File: src/rtl/alu8_pkg.sv
package alu8_pkg;

    localparam int unsigned OP_W  = 3;
    localparam int unsigned SRC_W = 2;

    typedef enum logic [OP_W-1:0] {
        OP_AND = 3'd0,
        OP_OR  = 3'd1,
        OP_XOR = 3'd2,
        OP_ADC = 3'd3,
        OP_SBC = 3'd4,
        OP_NEG = 3'd5,
        OP_RS6 = 3'd6,
        OP_RS7 = 3'd7
    } alu_op_e;

    typedef enum logic [SRC_W-1:0] {
        SRC_REG = 2'd0,
        SRC_IMM = 2'd1,
        SRC_MEM = 2'd2,
        SRC_RSV = 2'd3
    } opnd_src_e;

    typedef struct packed {
        logic s;
        logic z;
        logic h;
        logic pv;
        logic n;
        logic c;
    } cond_flags_t;

endpackage

File: src/rtl/alu8_logic_unit.sv
module alu8_logic_unit
    import alu8_pkg::*;
#(
    parameter int unsigned DATA_W = 8
) (
    input  logic [OP_W-1:0]   op,
    input  logic [DATA_W-1:0] a,
    input  logic [DATA_W-1:0] b,
    output logic [DATA_W-1:0] res,
    output cond_flags_t       flags
);
    logic [DATA_W-1:0] and_v;
    logic [DATA_W-1:0] or_v;
    logic [DATA_W-1:0] xor_v;

    // One gate per bit position for each function.
    for (genvar i = 0; i < DATA_W; i++) begin : g_bit
        assign and_v[i] = a[i] & b[i];
        assign or_v[i]  = a[i] | b[i];
        assign xor_v[i] = a[i] ^ b[i];
    end

    always_comb begin
        unique case (alu_op_e'(op))
            OP_AND:  res = and_v;
            OP_OR:   res = or_v;
            default: res = xor_v;
        endcase
        flags.s  = res[DATA_W-1];
        flags.z  = (res == '0);
        flags.h  = (alu_op_e'(op) == OP_AND);
        flags.pv = ~(^res);
        flags.n  = 1'b0;
        flags.c  = 1'b0;
    end
endmodule

File: src/rtl/alu8_arith_unit.sv
module alu8_arith_unit #(
    parameter int unsigned DATA_W = 8
) (
    input  logic [DATA_W-1:0] x,
    input  logic [DATA_W-1:0] y,
    input  logic              cin,
    input  logic              is_sub,
    output logic [DATA_W-1:0] res,
    output logic              c_out,
    output logic              h_out,
    output logic              v_out
);
    localparam int unsigned HALF_W = DATA_W / 2;

    logic [DATA_W:0] full_v;
    logic [HALF_W:0] low_v;

    always_comb begin
        if (is_sub) begin
            full_v = {1'b0, x} - {1'b0, y} - {{DATA_W{1'b0}}, cin};
            low_v  = {1'b0, x[HALF_W-1:0]} - {1'b0, y[HALF_W-1:0]}
                   - {{HALF_W{1'b0}}, cin};
        end else begin
            full_v = {1'b0, x} + {1'b0, y} + {{DATA_W{1'b0}}, cin};
            low_v  = {1'b0, x[HALF_W-1:0]} + {1'b0, y[HALF_W-1:0]}
                   + {{HALF_W{1'b0}}, cin};
        end
        res   = full_v[DATA_W-1:0];
        c_out = full_v[DATA_W];
        h_out = low_v[HALF_W];
        // Overflow: operand signs agree (add) or differ (sub) and result sign leaves x's.
        v_out = ((x[DATA_W-1] ^ y[DATA_W-1]) == is_sub)
              && (res[DATA_W-1] != x[DATA_W-1]);
    end
endmodule

File: src/rtl/alu8_cycle_count.sv
module alu8_cycle_count
    import alu8_pkg::*;
#(
    parameter int unsigned TST_W = 4,
    parameter int unsigned T_REG = 4,
    parameter int unsigned T_MEM = 7,
    parameter int unsigned T_NEG = 8
) (
    input  logic [OP_W-1:0]  op,
    input  logic [SRC_W-1:0] src,
    output logic [TST_W-1:0] tst
);
    always_comb begin
        if (alu_op_e'(op) == OP_NEG) begin
            tst = TST_W'(T_NEG);
        end else if (opnd_src_e'(src) == SRC_REG) begin
            tst = TST_W'(T_REG);
        end else begin
            tst = TST_W'(T_MEM);
        end
    end
endmodule

File: src/rtl/alu8_flag_core.sv
module alu8_flag_core
    import alu8_pkg::*;
#(
    parameter int unsigned DATA_W = 8,
    parameter int unsigned TST_W  = 4
) (
    input  logic              clk,
    input  logic              rst_n,
    input  logic [2:0]        op_sel,
    input  logic [DATA_W-1:0] acc_in,
    input  logic [DATA_W-1:0] opnd_in,
    input  logic              carry_in,
    input  logic [1:0]        src_sel,
    output logic [DATA_W-1:0] result_q,
    output logic              sign_q,
    output logic              zero_q,
    output logic              half_q,
    output logic              parity_ovf_q,
    output logic              sub_q,
    output logic              carry_q,
    output logic [TST_W-1:0]  tstates_q
);
    typedef struct packed {
        logic [DATA_W-1:0] res;
        cond_flags_t       fl;
        logic [TST_W-1:0]  tst;
    } core_state_t;

    core_state_t st_d, st_q;

    alu_op_e op_e;
    assign op_e = alu_op_e'(op_sel);

    logic [DATA_W-1:0] lg_res;
    cond_flags_t       lg_fl;

    alu8_logic_unit #(.DATA_W(DATA_W)) u_logic (
        .op    (op_sel),
        .a     (acc_in),
        .b     (opnd_in),
        .res   (lg_res),
        .flags (lg_fl)
    );

    // Negate runs through the subtractor as 0 - A with no borrow in.
    logic              is_neg;
    logic [DATA_W-1:0] ar_x, ar_y, ar_res;
    logic              ar_cin, ar_sub, ar_c, ar_h, ar_v;

    assign is_neg = (op_e == OP_NEG);
    assign ar_x   = is_neg ? '0 : acc_in;
    assign ar_y   = is_neg ? acc_in : opnd_in;
    assign ar_cin = is_neg ? 1'b0 : carry_in;
    assign ar_sub = (op_e != OP_ADC);

    alu8_arith_unit #(.DATA_W(DATA_W)) u_arith (
        .x      (ar_x),
        .y      (ar_y),
        .cin    (ar_cin),
        .is_sub (ar_sub),
        .res    (ar_res),
        .c_out  (ar_c),
        .h_out  (ar_h),
        .v_out  (ar_v)
    );

    logic [TST_W-1:0] cc_tst;

    alu8_cycle_count #(.TST_W(TST_W)) u_cycles (
        .op  (op_sel),
        .src (src_sel),
        .tst (cc_tst)
    );

    always_comb begin
        st_d     = '0;
        st_d.tst = cc_tst;
        unique case (op_e)
            OP_AND, OP_OR, OP_XOR: begin
                st_d.res = lg_res;
                st_d.fl  = lg_fl;
            end
            OP_ADC, OP_SBC, OP_NEG: begin
                st_d.res  = ar_res;
                st_d.fl.s = ar_res[DATA_W-1];
                st_d.fl.z = (ar_res == '0);
                st_d.fl.h = ar_h;
                st_d.fl.pv = ar_v;
                st_d.fl.n = ar_sub;
                st_d.fl.c = ar_c;
            end
            default: begin
                st_d.res = '0;
                st_d.fl  = '0;
            end
        endcase
    end

    always_ff @(posedge clk) begin
        if (!rst_n) begin
            st_q <= '0;
        end else begin
            st_q <= st_d;
        end
    end

    assign result_q     = st_q.res;
    assign sign_q       = st_q.fl.s;
    assign zero_q       = st_q.fl.z;
    assign half_q       = st_q.fl.h;
    assign parity_ovf_q = st_q.fl.pv;
    assign sub_q        = st_q.fl.n;
    assign carry_q      = st_q.fl.c;
    assign tstates_q    = st_q.tst;

    // Assertions guarding the flag and cycle outputs.
    assert_and_flags_R2: assert property (@(posedge clk) disable iff (!rst_n)
        (op_sel == 3'd0) |=> (half_q && !sub_q && !carry_q));

    assert_or_xor_flags_R2: assert property (@(posedge clk) disable iff (!rst_n)
        (op_sel == 3'd1 || op_sel == 3'd2) |=> (!half_q && !sub_q && !carry_q));

    assert_neg_tstates_R8: assert property (@(posedge clk) disable iff (!rst_n)
        (op_sel == 3'd5) |=> (tstates_q == TST_W'(8)));

    assert_reg_tstates_R8: assert property (@(posedge clk) disable iff (!rst_n)
        (op_sel != 3'd5 && src_sel == 2'd0) |=> (tstates_q == TST_W'(4)));

    assert_neg_zero_R7: assert property (@(posedge clk) disable iff (!rst_n)
        (op_sel == 3'd5 && acc_in == '0) |=> (!carry_q && zero_q && sub_q));

    assert_sub_equal_R5: assert property (@(posedge clk) disable iff (!rst_n)
        (op_sel == 3'd4 && acc_in == opnd_in && !carry_in) |=> (zero_q && !carry_q && sub_q));

    assert_unused_op_R9: assert property (@(posedge clk) disable iff (!rst_n)
        (op_sel[2:1] == 2'b11) |=> (result_q == '0 && !carry_q && !half_q && !zero_q));
endmodule

File: config.mk
export PLATFORM = sky130hd
export DESIGN_NAME = alu8_flag_core
export DESIGN_NICKNAME = d
export VERILOG_FILES = /design/src/rtl/alu8_pkg.sv /design/src/rtl/alu8_logic_unit.sv /design/src/rtl/alu8_arith_unit.sv /design/src/rtl/alu8_cycle_count.sv /design/src/rtl/alu8_flag_core.sv
export SDC_FILE = /design/constraint.sdc
export NUM_CORES = 1
export LEC_CHECK = 0
export BUFFER_PORTS_ARGS = -buffer_cell sky130_fd_sc_hd__buf_2
export CAP_MARGIN = 20
export CORE_UTILIZATION = 50
export DETAILED_ROUTE_END_ITERATION = 6
export PLACE_DENSITY = 0.79
export SYNTH_ARGS = -nofsm -noshare
export SYNTH_HDL_FRONTEND = slang
export SYNTH_SLANG_ARGS = --single-unit
File: constraint.sdc
create_clock -name clk -period 3.55 [get_ports clk]
set_input_delay 0.1775 -clock clk [delete_from_list [all_inputs] [get_ports clk]]
set_output_delay 0.1775 -clock clk [all_outputs]
set_load 0.03 [all_outputs]
==> reports/qor.yml <==
post-route-util_pct: 58.9
power_frac_clock_pct: 16.4
seqPwrFrac_pct: 25.5
globalplace.congestion: 0.873
rsz0062_at_grt: "false"
crit_type: "in2reg"
dp.cells: 350
dieWidth_um: 66.7
min-delay-start: "src_sel[0]"
vias_per_cell: 5.56
cts_root_buf: "clkbuf_8"
yosysWarningCount: 0
crit_path_max_incr_delay_ns: 0.44
relSlewSlack_pct: 59.7
p_leak_nw: 1.24
cts_resized: 0
antenna-diode-count: 0
setup_viol: 0
antenna_left: 0
grt_pass1_wl_um: 7560
dp_hpwl_um: 3790
worst_setup_path_start_kind: "input port"
vias: 1962
layout.cells.non_filler: 353
synthFlopType: "dfxtp_1"
p_per_area_nw_per_um2: 338
drcViolationCount: 0
dieArea_um2: 4450
power_switching_share_pct: 41.8
crit_buf_inv: 2
row_count: 23
drive_gt1_share_pct: 18.5
grt_pass1_vias: 1736
dp_slack_ns: 0.343
synth.distinct_cells: 52
worstHoldPathType: "in2reg"
synthArstFlopShare_pct: 0
cts_tree: "yes"
slew_violations: 0
core_um2: 4000
power_switching_mw: 0.332
internal_power_mw: 0.463
synth_nets: 335
cts_setup_buffers: 0
cp.required_ns: 3.74
tightest_slew_ns: 0.604
overflow: 0
fin_crit_ns: 2.98
htreeDepth: 1
fin_ws_ns: 0.568
grt_usage_pct: 22.0
first_pass_iters: 4
worstPathCellList: "buf_2 -> nand3b_4 -> o21ai_0 -> inv_1 -> fa_1 -> fa_1 -> or2_1 -> a21oi_1 -> o21ai_0 -> o21ai_0 -> and4_4 -> a41o_1"
start_util_pct: 52.3
grt_max_degree: 26
cts.sinks: 16
fin_crit_sh_pct: 84.0
avgRoutedWirePerCell_um: 13.4
seqCellArea_um2: 320
numCtsBuffers: 3
hold_ws_ns: 0.136
end_kind: "flop"
power_mw: 0.796
die_h_um: 66.7
multi_input_area_um2: 1580
dr.first_iter.drc_count: 138
grt_antenna_before_repair: 0
path_delay_family: "compound AO/OA/AOI/OAI gates"
crit_fanout: 25
max-clock-path-buffers: 2
tns_ns: 0
synth_sequential_area_ratio_pct: 15.3
cts-hold-fix-buffers: 0
ir_drop_uv: 103
cts.clk_slew.worst_paths_ns: 0.06
dpl-instance-area_um2: 2310
io_pins: 42
pwr-share-comb_pct: 58.1
area_delta_synth_final_pct: 12.6
synth-edff-count: 0
slowest_stage: "fa_1"
outcome: "complete, no violations"
ys_ff_latch: 16
final_cell_area_um2: 2350
fillers: 377
arrival_ns: 3.17
netlist_area_um2: 2090
synth.avg_cell_area_um2: 7.81
max_cap_viol_count: 0
nNetsFinal: 372
fmaxAchievable_mhz: 335
syn-instance-count: 268
crit_start: "op_sel[1]"
hold_viol: 0
wirelength_um: 4730
crit_top_cell: "o21ai_0"
final_cell_mix: "41 x buf_2, 39 x ha_1, 35 x inv_1"
port_buffers: 41
final_common_cell: "buf_2"
-- registers in the layout (all words and copies together), names as in the netlist --
name,cells
tstates_q,3
zero_q,1
parity_ovf_q,1
result_q,8
half_q,1
carry_q,1
sub_q,1
-- routing by layer --
layer / part of all wire (%) / global-route usage (%) / wire (um) / up-vias
met2: 46 / 37.2 / 2180 / 69
met1: 46 / 28.0 / 2190 / 881
met4: 1.8 / 8.51 / 85 / 0
met5: 0 / 0 / 0 / -
li1: - / - / - / 1000
met3: 5.7 / 2.74 / 268 / 12
-- power by group through the flow --
stage	Sequential [mW]	Clock, mW	Combinational, mW
after floorplan	0.244	0	0.317
after global placement	0.206	0	0.450
after detailed placement	0.207	0	0.457
after CTS	0.203	0.130	0.460
after global routing	0.205	0.140	0.514
final	0.203	0.130	0.463
-- synth_stat cells, drive strengths merged (2+ instances only) --
library cell	number	area, um2
xnor2	8	70.1
nand2	19	71.3
a21o	2	15.0
clkbuf	6	22.5
o21bai	3	22.5
nor4	2	12.5
nor2b	2	12.5
ha	39	488
a211oi	10	75.1
and2	3	21.3
nand3b	3	35.0
inv	35	131
buf	5	38.8
nand2b	2	12.5
o21a	2	15.0
o21ai	17	96.4
a21oi	23	119
dfxtp	16	320
o22ai	8	50.1
xor2	4	35.0
or2	6	37.5
fa	4	80.1
a21boi	2	18.8
nor2	24	90.1
a31oi	3	18.8
mux2i	3	30.0
-- path summary, 6_finish.rpt --
| path | endpoint | cells past startpoint | slack, ns |
|---|---|---|---|
| max | zero_q | 12 | 0.57 |
| min | tstates_q[1] | 2 | 0.14 |
-- layout make-up --
type,instances,area share (%)
Sequential cell,16,13.6
Clock buffer,3,1.75
Tap cell,50,2.66
Timing Repair Buffer,43,9.35
Inverter,35,5.58
Multi-Input combinational cell,206,67.1
-- cells by family (layout without fill, tap and decap cells) --
| kind of cell | Yosys count | after routing | synth area share (%) |
|---|---|---|---|
| XOR/XNOR | 12 | 12 | 5.02 |
| multiplexers | 4 | 4 | 2.15 |
| adder cells (fa/ha/maj) | 43 | 43 | 27.2 |
| AO/OA/AOI/OAI | 80 | 80 | 25.1 |
| flip-flops | 16 | 16 | 15.3 |
| AND/OR/NAND/NOR | 67 | 67 | 16.1 |
| buffers and inverters | 46 | 81 | 9.21 |
No activity file was read; power rests on OpenSTA's default activity.
